==> src/rtl/bx_pkg.sv <==
package bx_pkg;
  typedef enum logic [2:0] {
    S_IDLE, S_ACTIVE, S_NEGATE, S_GAP, S_RELEASE, S_REARB
  } bx_state_e;

  typedef enum logic [1:0] {K_OK, K_RETRY, K_RELQ} bx_kind_e;

  localparam logic [2:0] EXC_NONE  = 3'b000;
  localparam logic [2:0] EXC_RETRY = 3'b001;
  localparam logic [2:0] EXC_RELQ  = 3'b010;
endpackage

==> src/rtl/bx_hold_meter.sv <==
module bx_hold_meter
  import bx_pkg::*;
#(
  parameter int RETRY_HOLD = 1,
  parameter int RELQ_HOLD  = 2
) (
  input  logic       clk,
  input  logic       rst,
  input  logic       clear,
  input  logic       sample,
  input  logic [2:0] code,
  output logic       retry_ok,
  output logic       relq_ok,
  output logic       reserved
);
  localparam int HOLD_MAX = (RETRY_HOLD > RELQ_HOLD) ? RETRY_HOLD : RELQ_HOLD;
  localparam int RUN_MAX  = HOLD_MAX + 1;
  localparam int RW       = $clog2(RUN_MAX + 1);

  logic [2:0]    prev_q;
  logic [RW-1:0] run_q;
  logic [RW-1:0] run_now;

  // edges seen so far with the present code value, this edge included
  always_comb begin
    if (code == prev_q)
      run_now = (run_q == RW'(RUN_MAX)) ? run_q : run_q + RW'(1);
    else
      run_now = RW'(1);
  end

  assign retry_ok = (code == EXC_RETRY) && (run_now >= RW'(RETRY_HOLD + 1));
  assign relq_ok  = (code == EXC_RELQ)  && (run_now >= RW'(RELQ_HOLD + 1));
  assign reserved = (code != EXC_NONE) && (code != EXC_RETRY) && (code != EXC_RELQ);

  always_ff @(posedge clk) begin
    if (rst || clear) begin
      prev_q <= EXC_NONE;
      run_q  <= '0;
    end else if (sample) begin
      prev_q <= code;
      run_q  <= run_now;
    end
  end

  // a code that just changed can never be accepted on that edge
  a_r7_restart_on_change: assert property (@(posedge clk) disable iff (rst)
    (sample && $past(sample) && (code != $past(code))) |-> (!retry_ok && !relq_ok));
endmodule

==> src/rtl/bx_desc_hold.sv <==
module bx_desc_hold #(
  parameter int DW = 16
) (
  input  logic          clk,
  input  logic          rst,
  input  logic          load,
  input  logic [DW-1:0] d,
  output logic [DW-1:0] q
);
  always_ff @(posedge clk) begin
    if (rst)       q <= '0;
    else if (load) q <= d;
  end
endmodule

==> src/rtl/bx_exc_seq.sv <==
module bx_exc_seq
  import bx_pkg::*;
#(
  parameter int DW         = 16,
  parameter int RETRY_HOLD = 1,
  parameter int RELQ_HOLD  = 2,
  parameter int GAP_CYCLES = 1
) (
  input  logic          clk,
  input  logic          rst,
  input  logic          start,
  input  logic [DW-1:0] desc_in,
  input  logic          dtack,
  input  logic [2:0]    exc_code,
  input  logic          bus_grant,
  output logic          strobe_en,
  output logic [DW-1:0] bus_desc,
  output logic          cycle_end,
  output logic          xfer_done,
  output logic          retry_pulse,
  output logic          release_req,
  output logic          bus_req
);
  localparam int GW = $clog2(GAP_CYCLES + 1);

  bx_state_e     state_q, state_nxt;
  bx_kind_e      kind_q, kind_nxt;
  logic [GW-1:0] gap_q;
  logic          retry_ok, relq_ok, code_reserved;

  bx_hold_meter #(.RETRY_HOLD(RETRY_HOLD), .RELQ_HOLD(RELQ_HOLD)) u_meter (
    .clk      (clk),
    .rst      (rst),
    .clear    (state_q != S_ACTIVE),
    .sample   (state_q == S_ACTIVE),
    .code     (exc_code),
    .retry_ok (retry_ok),
    .relq_ok  (relq_ok),
    .reserved (code_reserved)
  );

  bx_desc_hold #(.DW(DW)) u_desc (
    .clk  (clk),
    .rst  (rst),
    .load (state_q == S_IDLE && start),
    .d    (desc_in),
    .q    (bus_desc)
  );

  always_comb begin
    state_nxt = state_q;
    kind_nxt  = kind_q;
    unique case (state_q)
      S_IDLE:    if (start) state_nxt = S_ACTIVE;
      S_ACTIVE: begin
        if (retry_ok) begin
          state_nxt = S_NEGATE;
          kind_nxt  = K_RETRY;
        end else if (relq_ok) begin
          state_nxt = S_NEGATE;
          kind_nxt  = K_RELQ;
        end else if (exc_code == EXC_NONE && dtack) begin
          state_nxt = S_NEGATE;
          kind_nxt  = K_OK;
        end
      end
      S_NEGATE: begin
        case (kind_q)
          K_RETRY: state_nxt = S_GAP;
          K_RELQ:  state_nxt = S_RELEASE;
          default: state_nxt = S_IDLE;
        endcase
      end
      S_GAP:     if (gap_q == GW'(GAP_CYCLES - 1)) state_nxt = S_ACTIVE;
      S_RELEASE: if (!bus_grant) state_nxt = S_REARB;
      S_REARB:   if (bus_grant) state_nxt = S_ACTIVE;
      default:   state_nxt = S_IDLE;
    endcase
  end

  always_ff @(posedge clk) begin
    if (rst) begin
      state_q     <= S_IDLE;
      kind_q      <= K_OK;
      gap_q       <= '0;
      strobe_en   <= 1'b0;
      cycle_end   <= 1'b0;
      xfer_done   <= 1'b0;
      retry_pulse <= 1'b0;
      release_req <= 1'b0;
      bus_req     <= 1'b0;
    end else begin
      state_q     <= state_nxt;
      kind_q      <= kind_nxt;
      gap_q       <= (state_q == S_GAP) ? gap_q + GW'(1) : '0;
      strobe_en   <= (state_nxt == S_ACTIVE);
      cycle_end   <= (state_nxt == S_NEGATE);
      xfer_done   <= (state_nxt == S_NEGATE) && (kind_nxt == K_OK);
      retry_pulse <= (state_nxt == S_NEGATE) && (kind_nxt == K_RETRY);
      release_req <= (state_nxt == S_RELEASE);
      bus_req     <= (state_nxt == S_REARB);
    end
  end

  // success only after a clean code with acknowledge
  a_r2_done_needs_clean_ack: assert property (@(posedge clk) disable iff (rst)
    xfer_done |-> ($past(dtack) && $past(exc_code) == EXC_NONE));
  // retry code seen on at least two consecutive edges
  a_r3_retry_held: assert property (@(posedge clk) disable iff (rst)
    retry_pulse |-> ($past(exc_code, 1) == EXC_RETRY && $past(exc_code, 2) == EXC_RETRY));
  // a retry ending is not a completion
  a_r4_retry_not_done: assert property (@(posedge clk) disable iff (rst)
    retry_pulse |-> (cycle_end && !xfer_done));
  // relinquish code seen on at least three consecutive edges
  a_r5_relq_held: assert property (@(posedge clk) disable iff (rst)
    (cycle_end && !xfer_done && !retry_pulse) |->
      ($past(exc_code, 1) == EXC_RELQ && $past(exc_code, 2) == EXC_RELQ &&
       $past(exc_code, 3) == EXC_RELQ));
  // release request held until the grant is seen low
  a_r6_release_holds: assert property (@(posedge clk) disable iff (rst)
    (release_req && bus_grant) |=> release_req);
  // reserved code stalls the strobed cycle
  a_r8_reserved_stall: assert property (@(posedge clk) disable iff (rst)
    (strobe_en && exc_code != EXC_NONE && exc_code != EXC_RETRY && exc_code != EXC_RELQ)
      |=> strobe_en);
  // strobes only drop through the negation cycle
  a_r9_fall_via_negate: assert property (@(posedge clk) disable iff (rst)
    $fell(strobe_en) |-> cycle_end);
  a_r9_exclusive: assert property (@(posedge clk) disable iff (rst)
    $onehot0({strobe_en, cycle_end, release_req, bus_req}));
endmodule

==> config.mk <==
export PLATFORM = sky130hd
export DESIGN_NAME = bx_exc_seq
export DESIGN_NICKNAME = d
export VERILOG_FILES = /design/src/rtl/bx_pkg.sv /design/src/rtl/bx_hold_meter.sv /design/src/rtl/bx_desc_hold.sv /design/src/rtl/bx_exc_seq.sv
export SDC_FILE = /design/constraint.sdc
export NUM_CORES = 1
export LEC_CHECK = 0
export BUFFER_PORTS_ARGS = -buffer_cell sky130_fd_sc_hd__buf_2
export CORE_MARGIN = 2
export CORE_UTILIZATION = 44
export DETAILED_ROUTE_END_ITERATION = 8
export PLACE_DENSITY = 0.74
export SKIP_CTS_REPAIR_TIMING = 1
export SYNTH_ARGS = -nofsm -noshare
export SYNTH_HDL_FRONTEND = slang
export SYNTH_SLANG_ARGS = --single-unit
export TNS_END_PERCENT = 100
==> constraint.sdc <==
create_clock -name clk -period 1.5 [get_ports clk]
set_clock_uncertainty 0.2 [all_clocks]
set_input_delay 0.15 -clock clk [delete_from_list [all_inputs] [get_ports clk]]
set_output_delay 0.15 -clock clk [all_outputs]
set_load 0.02 [all_outputs]
* Yosys cells after proc, flatten, opt, wreduce, memory -nomap -nowiden
Index checks and enable logic that the tools add are counted.
** Word-level totals
- Logic and storage cells :: 60
- Register bits after elaboration :: 33
- Input port bits :: 24
** Cells by class
- Add/subtract/negate cells :: 2
- Magnitude comparators :: 2
- Equality and inequality tests :: 17
- Muxes and demuxes :: 15
- Reduce and logical (&&, ||, !) cells :: 11
- Bitwise logic cells :: 1
** Operators with widths (number)
- $mux W3 :: 7
- $pmux W3 S6 :: 1
- $eq A3 B2 Y1 const B :: 4
- $eq A3 B3 Y1 const B :: 4
- $mux W2 :: 6
- $eq A3 B1 Y1 const B :: 3
- $logic_and A1 B1 Y1 :: 6
- $logic_not A3 Y1 :: 2
- $pmux W3 S2 :: 1
- $eq A2 B1 Y1 const B :: 2
- $eq A2 B2 Y1 const B :: 2
- $ge A2 B2 Y1 const B :: 2
- $eq A3 B3 Y1 :: 1
- $ne A3 B1 Y1 const B :: 1
- $add A2 B1 Y2 const B :: 1
- $logic_not A2 Y1 :: 1
- $reduce_or A2 Y1 :: 1
- $add A1 B1 Y1 const B :: 1
- $logic_or A1 B1 Y1 :: 1
- $not A1 Y1 :: 1

* Longest topological paths before layout
- Word-level depth :: 10
- Depth in mapped cells :: 7
- Depth with buffers taken out :: 5

* Cells and area by module
Synthesis repeated with hierarchy kept, for this count alone.
** Unflattened totals
- Cell total of the unflattened synthesis :: 134
- Area, all modules :: 1392.6 µm²
** By module, submodules not included
- bx_desc_hold :: area each 580.6 µm², times used 1, cells each 52
- bx_exc_seq :: area each 544.3 µm², times used 1, cells each 54
- bx_hold_meter :: area each 267.8 µm², times used 1, cells each 28

* Worst setup path before layout
No wires, ideal clock.
- Kind :: register -> register
- From :: reg state_q[0]
- To :: reg xfer_done
- Data arrival time :: 1293 ps
- Library setup time :: 88 ps
- Cell stages (with the launch flop) :: 7
- Setup slack :: -81 ps
- Cell sequence :: dfxtp_1 -> buf_4 -> nor3b_4 -> nand4_1 -> o211ai_2 -> o2111ai_2 -> nor4_2
** On the way
- Cells in the longest elaborated chain, start to end :: 6
- Elaborated cells on any way between the ends :: 18
- Those cells by class :: eq/ne (6); mux (9); reduce/logical (3)
** Ends and longest elaborated chain
- from (decl) :: RTL line bx_exc_seq.sv:26 : bx_state_e state_q, state_nxt;
- from (signal assigned) :: RTL line bx_exc_seq.sv:93 : state_q <= state_nxt;
- $mux W3 :: RTL line bx_exc_seq.sv:62 : end else if (exc_code == EXC_NONE && dtack) begin
- $mux W3 :: RTL line bx_exc_seq.sv:59 : end else if (relq_ok) begin
- $mux W3 :: RTL line bx_exc_seq.sv:56 : if (retry_ok) begin
- $pmux W3 S6 :: RTL line bx_exc_seq.sv:53 : unique case (state_q)
- $eq A3 B2 Y1 :: RTL line bx_exc_seq.sv:98 : xfer_done <= (state_nxt == S_NEGATE) && (kind_nxt == K_OK);
- $logic_and A1 B1 Y1 (*) :: RTL line bx_exc_seq.sv:98
- to (signal assigned) :: RTL line bx_exc_seq.sv:98
- to (decl) :: RTL line bx_exc_seq.sv:19 : output logic xfer_done,
Mark *: on every way between the ends. The rest lies on a longest branch, timed or not.
A chain may end at the register's enable or synchronous reset.

* Final worst setup path
- From :: reg u_meter.prev_q[0]
- To :: reg retry_pulse
** On the way
- Cells in the longest elaborated chain, start to end :: 9
- Elaborated cells on any way between the ends :: 15
- Those cells by class :: order compare (2); eq/ne (3); mux (7); reduce/logical (3)
** Ends and longest elaborated chain
- from (decl) :: RTL line bx_hold_meter.sv:20 : logic [2:0] prev_q;
- from (signal assigned) :: RTL line bx_hold_meter.sv:41 : prev_q <= code;
- $eq A3 B3 Y1 (*) :: RTL line bx_hold_meter.sv:26 : if (code == prev_q)
- $mux W2 (*) :: RTL line bx_hold_meter.sv:26
- $ge A2 B2 Y1 :: RTL line bx_hold_meter.sv:33 : assign relq_ok = (code == EXC_RELQ) && (run_now >= RW'(RELQ_HOLD + 1));
- $logic_and A1 B1 Y1 :: RTL line bx_hold_meter.sv:33
- $mux W3 / $mux W2 (equally long branches) :: RTL line bx_exc_seq.sv:59
- $mux W3 / $mux W2 (equally long branches) :: RTL line bx_exc_seq.sv:56
- $pmux W3 S6 / $mux W2 (equally long branches) :: RTL line bx_exc_seq.sv:53
- $eq A3 B2 Y1 / $eq A2 B1 Y1 (equally long branches) :: RTL line bx_exc_seq.sv:99 : retry_pulse <= (state_nxt == S_NEGATE) && (kind_nxt == K_RETRY);
- $logic_and A1 B1 Y1 (*) :: RTL line bx_exc_seq.sv:99
- to (signal assigned) :: RTL line bx_exc_seq.sv:99
- to (decl) :: RTL line bx_exc_seq.sv:20 : output logic retry_pulse,
Marked as above.

==> results.sh <==
export IMPL_synth_area_leader_cell="dfxtp_1"
export IMPL_hold_depth=4
export IMPL_p_total_mw=1.79
export IMPL_ir_drop_mv=0.557
export IMPL_hp_class="primary input to register"
export IMPL_numCtsBuffers=5
export IMPL_cts_sinks=33
export IMPL_cp_cell_sequence="xnor2_4 -> buf_4 -> nand4_1 -> o211ai_2 -> o2111ai_2 -> nor3_1"
export IMPL_die_x_um=59.5
export IMPL_violations="setup timing"
export IMPL_grt_pass1_wl_um=4990
export IMPL_ys_seq_area_frac=0.487
export IMPL_maxCapViolations=0
export IMPL_cts_tree="yes"
export IMPL_drc=0
export IMPL_fp_coreArea_mm2=0.00300
export IMPL_rows=20
export IMPL_dr_wl_met3_um=218
export IMPL_dp_hpwl_um=2370
export IMPL_seq_power_share=0.523
export IMPL_root_buffer="clkbuf_4"
export IMPL_ys_top_cells_by_area="dfxtp_1 49%, nand2_1 10%, a21oi_1 5.9%"
export IMPL_tightestPinTransition_ns=0.439
export IMPL_finalCritPeriodShare=1.07
export IMPL_vias=1389
export IMPL_critPathMaxStageDelay_ns=0.36
export IMPL_crit_arrival_ns=1.66
export IMPL_antenna_found_initial=0
export IMPL_power_frac_clock=0.272
export IMPL_dr_pass1_iters=6
export IMPL_rsz0062_at_grt="yes"
export IMPL_async_reset_ff_frac=0
export IMPL_ys_flop_type="dfxtp_1"
export IMPL_p_switching_mw=0.479
export IMPL_p_per_area_mw_per_mm2=848
export IMPL_worstPathRequired_ns=1.55
export IMPL_cts_clk_slew_worst_paths_ns=0.09
export IMPL_syn_avg_cell_area_um2=8.65
export IMPL_start_util=0.452
export IMPL_vias_per_cell=5.11
export IMPL_setup_ws_ns=-0.112
export IMPL_synth_top_area_share=0.487
export IMPL_wl_met2_um=2070
export IMPL_critPathLaunchType="register"
export IMPL_p_int_mw=1.32
export IMPL_ant_nets=0
export IMPL_p_leak_nw=0.941
export IMPL_maxUsedRoutingLayer="met4"
export IMPL_grt_max_degree=17
export IMPL_clk_latency_ns=0.32
export IMPL_drive_gt1_frac=0.406
export IMPL_area_growth_pct=55.9
export IMPL_period_needed_ns=1.61
export IMPL_crit_type="register to register"
export IMPL_cp_slowest_cell="dfxtp_2"
export IMPL_synth_warnings=0
export IMPL_fp_dieArea_mm2=0.00355
export IMPL_die_y_um=59.5
export IMPL_grt_total_usage=0.190
export IMPL_synth_edf_count=0
export IMPL_swShare=0.267
export IMPL_finalNetCount=263
export IMPL_reg2regPathDepth=6
export IMPL_wl_um=3630
export IMPL_gp_congestion=0.766
export IMPL_critPathCaptureType="register"
export IMPL_fillerInstances=225
export IMPL_avgRoutedWirePerCell_um=13.3
export IMPL_pwr_share_comb=0.206
export IMPL_timing_hold_ws_ns=0.0851
export IMPL_grt_pass1_vias=1212
export IMPL_cp_max_fo=3
export IMPL_antenna_cells=0
export IMPL_cts_buffer_depth=2
export IMPL_boundaryPins=46
export IMPL_crit_family="flip-flops"
export IMPL_synth_seq_cells=33
export IMPL_htreeDepth=2
export IMPL_maxSlewViolCount=0
export IMPL_status="complete, but fails checks"
export IMPL_netlist_cell_type_count=42
export IMPL_synth_area_mm2=0.00136
export IMPL_drtIter0Drc=92
export IMPL_wl_met1_um=1300
export IMPL_hold_violations=0
export IMPL_overflow=0
export IMPL_synth_fp_nets=181
export IMPL_setup_viol=4
export IMPL_final_core_util=0.705
export IMPL_max_slew_margin=0.707
export IMPL_cp_num_buf_inv=1
export IMPL_io_buffers=45
export IMPL_syn_inst=157
export IMPL_crit_cells=6
export IMPL_max_freq_ghz=0.620
-- registers in the layout (all words and copies together) (netlist names) --
name and flops:
retry_pulse 1, u_desc.q 16, xfer_done 1, cycle_end 1
strobe_en 1, kind_q 2, release_req 1, gap_q 1
bus_req 1, u_meter.prev_q 3, state_q 3, u_meter.run_q 2
-- final timing paths --
path / end / slack, ns / startpoint
setup / recovery: retry_pulse$_SDFF_PP0_ / -0.11 / u_meter.prev_q[0]$_SDFFE_PP0N_
hold / removal: u_meter.run_q[1]$_SDFFE_PP0N_ / 0.09 / exc_code[2]
setup reg to reg: retry_pulse$_SDFF_PP0_ / -0.11 / u_meter.prev_q[0]$_SDFFE_PP0N_
hold reg to reg: u_desc.q[6]$_SDFFE_PP0P_ / 0.26 / u_desc.q[6]$_SDFFE_PP0P_
-- placed cells by master, fill, tap and decap left out, drive strengths merged, types with 3 or more instances in the layout --
cell / count
buf: 61
a21oi: 16
nor2b: 5
and2: 5
nor3: 3
inv: 4
clkbuf: 7
and3: 4
xnor2: 3
o21ai: 7
dfxtp: 33
nor2: 10
dlygate4sd3: 20
nand2: 36
-- final cells by class --
| class | count | area, um2 | share of cell area |
|---|---|---|---|
| timing repair buffer | 81 | 558 | 0.264 |
| clock buffer | 7 | 55.1 | 0.0260 |
| inverter | 4 | 15.0 | 0.00710 |
| tap | 33 | 41.3 | 0.0195 |
| multi-input combinational | 114 | 776 | 0.367 |
| sequential | 33 | 671 | 0.317 |
-- routing by layer --
layer	global-route usage	up-vias
li1	-	698
met1	0.183	644
met2	0.355	41
met3	0.0633	6
met4	0.0952	0
met5	0	-
-- worst register-to-register path, stage by stage, from the launching register on --
cell,delay (ns)
dfxtp_2,0.36
xnor2_4,0.22
buf_4,0.14
nand4_1,0.10
o211ai_2,0.18
o2111ai_2,0.15
nor3_1,0.18
-- stage by stage --
stage	area, um2	setup TNS [ns]	worst slack, ns	instances
after CTS	1790	-2.97	-0.207	249
final	2120	-0.302	-0.112	272
after global placement	1730	-0.784	-0.0880	242
after global routing	2120	-0.972	-0.174	272
after detailed placement	1730	-2.34	-0.180	242
after floorplan	1380	0	0.00936	157
-- synth_stat cells, types with 2 or more instances --
library cell and instances:
nand2_1 36, dfxtp_1 33, a21oi_1 16, nor2_1 10
and2_1 5, nor2b_1 5, o21ai_0 5, and3_1 4
inv_1 4, clkbuf_1 3, xnor2_1 3, a31oi_1 2
nor3_1 2
-- power by group through the flow --
stage,Combinational [mW],Sequential [mW],Clock [mW]
final,0.369,0.938,0.488
after CTS,0.290,0.936,0.502
after detailed placement,0.290,0.957,0
after global routing,0.402,0.943,0.544
after global placement,0.280,0.954,0
after floorplan,0.129,0.991,0
-- logic make-up after synthesis --
| group | after synthesis | synth area share |
|---|---|---|
| compound gates | 34 | 0.160 |
| xor+xnor | 4 | 0.0258 |
| buf+inv | 10 | 0.0322 |
| flops | 33 | 0.487 |
| simple gates | 76 | 0.295 |
No activity file was read; power rests on OpenSTA's default activity.
